$ cat config.mk
export PLATFORM = sky130hd
export DESIGN_NAME = sar_capture_top
export DESIGN_NICKNAME = d
export VERILOG_FILES = /design/src/rtl/sar_capture_pkg.sv /design/src/rtl/sar_capture_seq.sv /design/src/rtl/sar_capture_path.sv /design/src/rtl/sar_capture_top.sv
export SDC_FILE = /design/constraint.sdc
export NUM_CORES = 1
export LEC_CHECK = 0
export BUFFER_PORTS_ARGS = -buffer_cell sky130_fd_sc_hd__buf_2
export CAP_MARGIN = 20
export CORE_MARGIN = 2
export CORE_UTILIZATION = 48
export DETAILED_ROUTE_END_ITERATION = 7
export PLACE_DENSITY_LB_ADDON = 0.2
export SYNTH_ARGS = -nofsm -noshare
export SYNTH_HDL_FRONTEND = slang
export SYNTH_SLANG_ARGS = --single-unit
$ cat constraint.sdc
create_clock -name clk -period 2.16 [get_ports clk]
set_input_delay 0.216 -clock clk [delete_from_list [all_inputs] [get_ports clk]]
set_output_delay 0.216 -clock clk [all_outputs]
set_load 0.05 [all_outputs]
$ cat src/rtl/sar_capture_pkg.sv
`timescale 1ns/1ps
package sar_capture_pkg;

  typedef enum logic [1:0] {
    HM_WORD  = 2'b00,
    HM_SWAP  = 2'b01,
    HM_SPLIT = 2'b10,
    HM_RSVD  = 2'b11
  } hostMode_e;

  // strobes from the sequencer to the data path
  typedef struct packed {
    logic capture;   // latch converter data this cycle
    logic advance;   // host asks for the next word
  } capStrobes_t;

endpackage

$ cat src/rtl/sar_capture_seq.sv
`timescale 1ns/1ps
module sar_capture_seq
  import sar_capture_pkg::*;
#(
  parameter int CONV_PERIOD = 16,
  parameter int PULSE_HIGH  = 3
) (
  input  logic        clk,
  input  logic        rst,
  input  logic        extSel,
  input  logic        extConvStart,
  input  logic        burstMode,
  input  logic        captureRun,
  input  logic        captureSingle,
  input  logic        readDuringConv,
  input  logic        adcBusy,
  input  logic        hostNext,
  output logic        convStart,
  output capStrobes_t strobes
);

  localparam int WAIT_W = (CONV_PERIOD > 2) ? $clog2(CONV_PERIOD) : 1;
  localparam int HIGH_W = $clog2(PULSE_HIGH + 1);
  localparam logic [WAIT_W-1:0] WAIT_RELOAD = WAIT_W'(CONV_PERIOD - 1);
  localparam logic [HIGH_W-1:0] HIGH_RELOAD = HIGH_W'(PULSE_HIGH);

  logic [WAIT_W-1:0] waitCnt;
  logic [HIGH_W-1:0] highLeft;
  logic              pendSingle;
  logic              busyQ;
  logic              intPulse;
  logic              genEnable;
  logic              issue;
  logic              busyRise;
  logic              busyFall;

  assign intPulse  = (highLeft != '0);
  assign genEnable = !burstMode || captureRun || pendSingle;
  assign issue     = !extSel && genEnable && (waitCnt == '0) && !intPulse && !adcBusy;

  // pulse generator: period counter and high-time counter
  always_ff @(posedge clk) begin
    if (rst || extSel) begin
      waitCnt    <= '0;
      highLeft   <= '0;
      pendSingle <= 1'b0;
    end else begin
      if (issue) begin
        waitCnt  <= WAIT_RELOAD;
        highLeft <= HIGH_RELOAD;
      end else begin
        if (waitCnt != '0)  waitCnt  <= waitCnt - 1'b1;
        if (highLeft != '0) highLeft <= highLeft - 1'b1;
      end
      pendSingle <= captureSingle || (pendSingle && !issue);
    end
  end

  // busy edge detection
  always_ff @(posedge clk) begin
    if (rst) busyQ <= 1'b0;
    else     busyQ <= adcBusy;
  end

  assign busyRise = adcBusy && !busyQ;
  assign busyFall = !adcBusy && busyQ;

  assign convStart       = extSel ? extConvStart : intPulse;
  assign strobes.capture = readDuringConv ? busyRise : busyFall;
  assign strobes.advance = hostNext;

  // a pulse only starts after a cycle with busy low
  p_no_start_busy_r2: assert property (@(posedge clk) disable iff (rst)
    $rose(intPulse) |-> $past(!adcBusy));

  // the pulse is at least two cycles wide
  p_min_width_r1: assert property (@(posedge clk) disable iff (rst)
    $fell(intPulse) |-> $past(intPulse, 2));

  // in burst mode a pulse needs a run or single request
  p_burst_gate_r4: assert property (@(posedge clk) disable iff (rst)
    $rose(intPulse) |-> $past(!burstMode || captureRun || pendSingle));

  // the internal generator stays idle under external select
  p_ext_idle_r3: assert property (@(posedge clk) disable iff (rst)
    $past(extSel) |-> !intPulse);

endmodule

$ cat src/rtl/sar_capture_path.sv
`timescale 1ns/1ps
module sar_capture_path
  import sar_capture_pkg::*;
#(
  parameter int RES_BITS = 18
) (
  input  logic                clk,
  input  logic                rst,
  input  capStrobes_t         strobes,
  input  logic [1:0]          hostMode,
  input  logic [RES_BITS-1:0] adcData,
  output logic [RES_BITS-1:0] fullResult,
  output logic                resultValid,
  output logic [15:0]         hostWord,
  output logic                wordIdx,
  output logic                hostStbN,
  output logic                hostStbP
);

  localparam int EXTRA_BITS = RES_BITS - 16;

  hostMode_e   mode;
  logic [15:0] topWord;
  logic [15:0] capWord;
  logic [15:0] lowWord;
  logic        splitOk;
  logic        advanceOk;

  assign mode    = hostMode_e'(hostMode);
  assign topWord = adcData[RES_BITS-1 -: 16];

  generate
    if (EXTRA_BITS > 0) begin : g_split
      assign lowWord = {fullResult[EXTRA_BITS-1:0], {(16-EXTRA_BITS){1'b0}}};
      assign splitOk = 1'b1;
    end else begin : g_nosplit
      assign lowWord = '0;
      assign splitOk = 1'b0;
    end
  endgenerate

  always_comb begin
    case (mode)
      HM_SWAP: capWord = {topWord[7:0], topWord[15:8]};
      default: capWord = topWord;
    endcase
  end

  assign advanceOk = strobes.advance && splitOk && (mode == HM_SPLIT) &&
                     resultValid && !wordIdx;

  always_ff @(posedge clk) begin
    if (rst) begin
      fullResult  <= '0;
      resultValid <= 1'b0;
      hostWord    <= '0;
      wordIdx     <= 1'b0;
      hostStbN    <= 1'b1;
    end else if (strobes.capture) begin
      fullResult  <= adcData;
      resultValid <= 1'b1;
      hostWord    <= capWord;
      wordIdx     <= 1'b0;
      hostStbN    <= 1'b0;
    end else if (advanceOk) begin
      hostWord    <= lowWord;
      wordIdx     <= 1'b1;
      hostStbN    <= 1'b0;
    end else begin
      hostStbN    <= 1'b1;
    end
  end

  assign hostStbP = !hostStbN;

  // once set, valid stays set until reset
  p_valid_hold_r6: assert property (@(posedge clk) disable iff (rst)
    resultValid |=> resultValid);

  // any host word change is marked by the strobe
  p_strobe_marks_r8: assert property (@(posedge clk) disable iff (rst)
    !$stable(hostWord) |-> !hostStbN);

  // a latch always returns the bus to the first word
  p_capture_first_r7: assert property (@(posedge clk) disable iff (rst)
    strobes.capture |=> !wordIdx);

  // the second word only follows a valid first word in two-word mode
  p_second_word_r10: assert property (@(posedge clk) disable iff (rst)
    $rose(wordIdx) |-> $past(resultValid && hostMode == HM_SPLIT));

endmodule

$ cat src/rtl/sar_capture_top.sv
`timescale 1ns/1ps
module sar_capture_top
  import sar_capture_pkg::*;
#(
  parameter int RES_BITS    = 18,
  parameter int CONV_PERIOD = 16,
  parameter int PULSE_HIGH  = 3
) (
  input  logic                clk,
  input  logic                rst,
  input  logic                extSel,
  input  logic                extConvStart,
  input  logic                burstMode,
  input  logic                captureRun,
  input  logic                captureSingle,
  input  logic                readDuringConv,
  input  logic [1:0]          hostMode,
  input  logic                hostNext,
  input  logic                adcBusy,
  input  logic [RES_BITS-1:0] adcData,
  output logic                convStart,
  output logic                adcCsN,
  output logic                adcRdN,
  output logic [RES_BITS-1:0] fullResult,
  output logic                resultValid,
  output logic [15:0]         hostWord,
  output logic                wordIdx,
  output logic                hostStbN,
  output logic                hostStbP
);

  capStrobes_t strobes;

  // continuous reading: the converter bus is always driven
  assign adcCsN = 1'b0;
  assign adcRdN = 1'b0;

  sar_capture_seq #(
    .CONV_PERIOD (CONV_PERIOD),
    .PULSE_HIGH  (PULSE_HIGH)
  ) u_seq (
    .clk            (clk),
    .rst            (rst),
    .extSel         (extSel),
    .extConvStart   (extConvStart),
    .burstMode      (burstMode),
    .captureRun     (captureRun),
    .captureSingle  (captureSingle),
    .readDuringConv (readDuringConv),
    .adcBusy        (adcBusy),
    .hostNext       (hostNext),
    .convStart      (convStart),
    .strobes        (strobes)
  );

  sar_capture_path #(
    .RES_BITS (RES_BITS)
  ) u_path (
    .clk         (clk),
    .rst         (rst),
    .strobes     (strobes),
    .hostMode    (hostMode),
    .adcData     (adcData),
    .fullResult  (fullResult),
    .resultValid (resultValid),
    .hostWord    (hostWord),
    .wordIdx     (wordIdx),
    .hostStbN    (hostStbN),
    .hostStbP    (hostStbP)
  );

endmodule

=== Word-level counts from Yosys, hierarchy flattened ===
Index checks and enable logic that the tools add are counted.

* Bits in read-only memories: 0
* Bits in registers: 45
* Bits in latches: 0
* Output and inout bits: 41
* Memories: 0
* Bits in writable memories: 0
* Word-level logic and storage cells: 53

* Reductions and logical operators: 29
* Magnitude comparators: 0
* $mul: 0
* Equal/unequal tests: 2
* Shift-type cells: 0
* Muxes and demuxes: 11
* Divide/modulo/power cells: 0
* Bitwise logic cells: 0
* Add/subtract/negate cells: 2

{| class="wikitable"
|+ Operators with widths
! cell !! number
|-
| $mux 16 || 3
|-
| $logic_and 1x1->1 || 10
|-
| $logic_not 1->1 || 8
|-
| $mux 4 || 2
|-
| $reduce_bool 2->1 || 4
|-
| $logic_not 4->1 || 1
|-
| $logic_or 1x1->1 || 4
|-
| $mux 1 || 4
|-
| $mux 2 || 2
|-
| $reduce_bool 4->1 || 1
|-
| $sub 4x1->4 const B || 1
|-
| $eq 2x1->1 const B || 1
|-
| $eq 2x2->1 const B || 1
|-
| $reduce_or 2->1 || 1
|-
| $sub 2x1->2 const B || 1
|}

=== Longest topological paths before layout ===
* Depth after elaboration: 10
* Gate-level depth with buffers: 5
* Gate-level depth less buffers: 5

=== Cells and area by module ===
From an unflattened synthesis, not the netlist that was laid out.

* Cell total of the unflattened synthesis: 203
* Area, all modules: 2,133.3 um^2

{| class="wikitable"
|+ Modules (own cells, without submodules)
! module !! cells each !! area each (um^2) !! sequential area each (um^2) !! instances
|-
| sar_capture_path || 149 || 1,649.1 || 740.7 || 1
|-
| sar_capture_seq || 51 || 465.4 || 160.2 || 1
|-
| sar_capture_top || 3 || 18.8 || 0.0 || 1
|}

=== Worst setup path after synthesis ===
Ideal clock, no wire load.

* Path kind: flip-flop to output port
* Start point: register u_seq.highLeft[0]
* End point: output port convStart
* Data arrival time: 1.700 ns
* Setup slack: 0.244 ns
* Cell stages (with the launch flop): 4
* Cells stage by stage: dfxtp_1 inv_1 ha_1 o21ai_0

* Cells in the longest elaborated chain, start to end: 2

{| class="wikitable"
|+ RTL lines
! item !! line !! RTL
|-
| start: declaration || sar_capture_seq.sv:28 || <nowiki>logic [HIGH_W-1:0] highLeft;</nowiki>
|-
| start signal: assignment || sar_capture_seq.sv:53 || <nowiki>if (highLeft != '0) highLeft <= highLeft - 1'b1;</nowiki>
|-
| $reduce_bool 2->1 || sar_capture_seq.sv:37 || <nowiki>assign intPulse = (highLeft != '0);</nowiki>
|-
| $mux 1 || sar_capture_seq.sv:68 || <nowiki>assign convStart = extSel ? extConvStart : intPulse;</nowiki>
|-
| end: declaration || sar_capture_top.sv:21 || <nowiki>output logic convStart,</nowiki>
|}

Every way passes these cells.

=== Worst setup path after layout ===
* Start point: register u_seq.busyQ
* End point: register u_path.hostWord[8]

* Cells in the longest elaborated chain, start to end: 4
* Elaborated cells between the ends (all ways): 6
* Classes of those cells: mux: 2; reduce/logical: 4

{| class="wikitable"
|+ RTL lines
! item !! line !! RTL
|-
| start: declaration || sar_capture_seq.sv:30 || <nowiki>logic busyQ;</nowiki>
|-
| start signal: assignment || sar_capture_seq.sv:62 || <nowiki>else busyQ <= adcBusy;</nowiki>
|-
| $logic_not 1->1 || sar_capture_seq.sv:65 || <nowiki>assign busyRise = adcBusy && !busyQ;</nowiki>
|-
| $logic_and 1x1->1 || sar_capture_seq.sv:65 ||
|-
| $mux 1 (*) || sar_capture_seq.sv:69 || <nowiki>assign strobes.capture = readDuringConv ? busyRise : busyFall;</nowiki>
|-
| $mux 16 / $reduce_bool 2->1 (equally long branches) || - ||
|-
| end signal: assignment || sar_capture_path.sv:62 || <nowiki>hostWord <= capWord;</nowiki>
|-
| end signal: assignment || sar_capture_path.sv:66 || <nowiki>hostWord <= lowWord;</nowiki>
|-
| end: declaration || sar_capture_path.sv:14 || <nowiki>output logic [15:0] hostWord,</nowiki>
|}

Every way passes the cells marked *; elsewhere a longest branch is shown, timed or not.
A chain may end at the register's enable or synchronous reset.

==> impl_metrics.py <==
metrics = {
    "setup_path": {
        "crit_type": "reg -> reg",
        "timing.rr.start": "u_seq.busyQ",
        "worstPathArrival_ns": 1.92,
        "start_kind": "flip-flop",
        "worstReg2RegEnd": "u_path.hostWord[8]",
        "cp_top_family": "simple AND/OR/NAND/NOR gates",
        "crit_fanout": 22,
        "cp_data_required_time_ns": 2.28,
        "max_stage_delay_ns": 0.71,
        "worstSetupEndpointType": "flip-flop",
        "path_cells": "or3b_1, a221oi_1, a211oi_1",
        "r2r_slack_ns": 0.37,
        "critPathBufInv": 0,
        "slowest_stage": "or3b_1",
        "r2r_cells": 3,
    },
    "cts": {
        "numClockSinks": 45,
        "htreeDepth": 2,
        "path_clk_slew_ns": 0.08,
        "cts-root-buf": "clkbuf_8",
        "cts_setup_buffers": 0,
        "postCtsHoldBufs": 0,
        "cts_buffers": 5,
        "cts_buffer_depth": 2,
        "cts_resized": 0,
        "cts_tree": "yes",
        "clock_latency_ns": 0.30,
    },
    "logic_synthesis": {
        "yosys_warnings": 0,
        "synth_seq_cells": 45,
        "synthAdderAreaFrac": 0.0171,
        "synth_edf_count": 0,
        "synth_mux_area_frac": 0,
        "synth_top_family_by_area": "compound AO/OA/AOI/OAI gates",
        "syn_area_um2": 2200,
        "synthDistinctLibCells": 37,
        "synthXorXnorAreaFrac": 0.00798,
        "synth-seq-area-share": 0.410,
        "async_flop_share": 0,
        "ys.flop_type": "dfxtp_1",
        "synth-simple-area-share": 0.191,
        "postSynthCellCount": 245,
        "synth_compound_gate_area_share": 0.304,
        "syn_avg_cell_area_um2": 8.96,
    },
    "timing": {
        "fin_ws_ns": 0.366,
        "slew_viol_final": 0,
        "rsz0062_at_grt": "false",
        "worst_pin_slew_ns": 1.14,
        "whs_ns": 0.132,
        "slew_headroom": 0.235,
        "fin_crit_sh": 0.831,
        "setup_viol": 0,
        "fmax_ghz": 0.557,
        "hold_viol": 0,
        "period_minus_slack_ns": 1.79,
        "fin_setup_tns_ns": 0,
        "skew_ns": 0.00581,
    },
    "floorplan": {
        "start_util": 0.501,
        "dieHeight_um": 71.6,
        "rows": 24,
        "io_pins": 71,
        "die_w_um": 71.6,
        "die_area_um2": 5130,
        "coreArea_um2": 4380,
    },
    "power": {
        "swShare": 0.337,
        "vdd_drop_max_v": 0.000408,
        "finalPower_mw": 1.97,
        "combPwrFrac": 0.264,
        "seqPwrFrac": 0.470,
        "pwr-share-clk": 0.266,
        "leakage_nw": 1.14,
        "p_sw_mw": 0.664,
        "powerDensity_nw_per_um2": 751,
        "intPower_mw": 1.31,
    },
    "finish": {
        "mostFrequentLayoutCells": "68 x buf_2, 45 x dfxtp_1, 36 x o21ai_0, 23 x a21oi_1, 19 x nand3_1",
        "area_delta_synth_final_pct": 19.5,
        "fin_util": 0.599,
        "final_common_cell": "buf_2",
        "diodes": 0,
        "final_cells": 355,
        "fin_area_um2": 2630,
        "drive_gt1_frac": 0.327,
        "fin_nets": 336,
    },
    "placed_design": {
        "port-buffer-count": 68,
        "dp_slack_ns": 0.345,
        "dpl.cell_count": 348,
        "placed_cell_area_um2": 2540,
        "gp_congestion": 0.765,
        "dp_hpwl_mm": 3.98,
    },
    "grt": {
        "grt_overflow_total": 0,
        "antenna_found_initial": 0,
        "grt_pass1_vias": 1855,
        "grt_util_all_layers": 0.226,
        "grt_pass1_wl_mm": 9.10,
        "grt_max_degree": 39,
    },
    "route": {
        "wl_per_cell_um": 16.1,
        "antenna_left": 0,
        "first_pass_iters": 4,
        "via_per_inst": 5.81,
        "wl_mm": 5.70,
        "num_vias": 2064,
        "first_iter_violations": 127,
        "drc": 0,
    },
    "outcome": {
        "run_status": "finished clean",
    },
    "flow_run": {
        "maxCapViolations": 0,
    },
    "worst_hold_path": {
        "min_path_cells": 2,
        "min_path_type": "in -> reg",
        "min_from": "captureSingle",
        "hold_end": "u_seq.pendSingle",
    },
}
## power by group through the flow
stage / sequential, mW / clock [mW] / combinational [mW]
global placement: 0.943 / 0 / 0.512
detailed placement: 0.945 / 0 / 0.518
CTS: 0.926 / 0.542 / 0.521
global route: 0.935 / 0.563 / 0.563
finish: 0.926 / 0.524 / 0.520
floorplan: 1.09 / 0 / 0.237
## metal layers
metal	vias to the layer above	track usage	wire length (µm)
li1	1037	-	-
met1	951	0.335	2740
met2	72	0.329	2550
met3	4	0.0534	345
met4	0	0.0650	59
met5	-	0	0
## logic make-up after synthesis
group	after synthesis
simple gates	63
fa+ha+maj	3
buf+inv	32
flops	45
xor+xnor	2
other cells	1
compound gates	99
## cells in the mapped netlist (2+ instances only)
cell type,count,area share
inv_1,6,0.010
ha_1,3,0.017
nor3_1,3,0.0068
or3b_2,2,0.0080
nor3b_1,3,0.010
a21oi_1,23,0.052
o21ai_0,36,0.082
clkbuf_2,2,0.0046
a221oi_1,10,0.040
clkbuf_1,14,0.024
a311oi_1,3,0.012
nand3_1,19,0.043
a211oi_1,16,0.055
dfxtp_1,45,0.41
and3b_1,11,0.044
buf_4,3,0.010
a221oi_2,7,0.048
nor2_1,5,0.0085
nand2_1,2,0.0034
or3b_1,3,0.012
nor2b_1,3,0.0085
buf_2,6,0.014
and3b_2,6,0.027
## how the worst max path moves through the flow
stage | from | cells past startpoint | slack, ns | to
floorplan | u_seq.highLeft[0] | 3 | 0.24 | convStart
global placement | adcBusy | 4 | 0.35 | u_path.hostWord[0]
detailed placement | adcBusy | 4 | 0.35 | u_path.hostWord[0]
CTS | u_seq.busyQ | 3 | 0.37 | u_path.hostWord[0]
global route | u_seq.busyQ | 3 | 0.21 | u_path.hostWord[8]
finish | u_seq.busyQ | 3 | 0.37 | u_path.hostWord[8]
## registers in the layout, indices dropped and copies added, names as in the netlist
register	cells
u_path.fullResult	18
u_path.hostStbN	1
u_path.hostWord	16
u_path.resultValid	1
u_path.wordIdx	1
u_seq.busyQ	1
u_seq.highLeft	2
u_seq.pendSingle	1
u_seq.waitCnt	4
## area by class of cell
type	instances	area [µm²]
Tap cell	52	65.1
Fill cell	404	1760
Inverter	6	22.5
Timing Repair Buffer	76	400
Multi-Input combinational cell	169	1150
Clock buffer	7	86.3
Sequential cell	45	901
(Power assumes the default switching activity.)
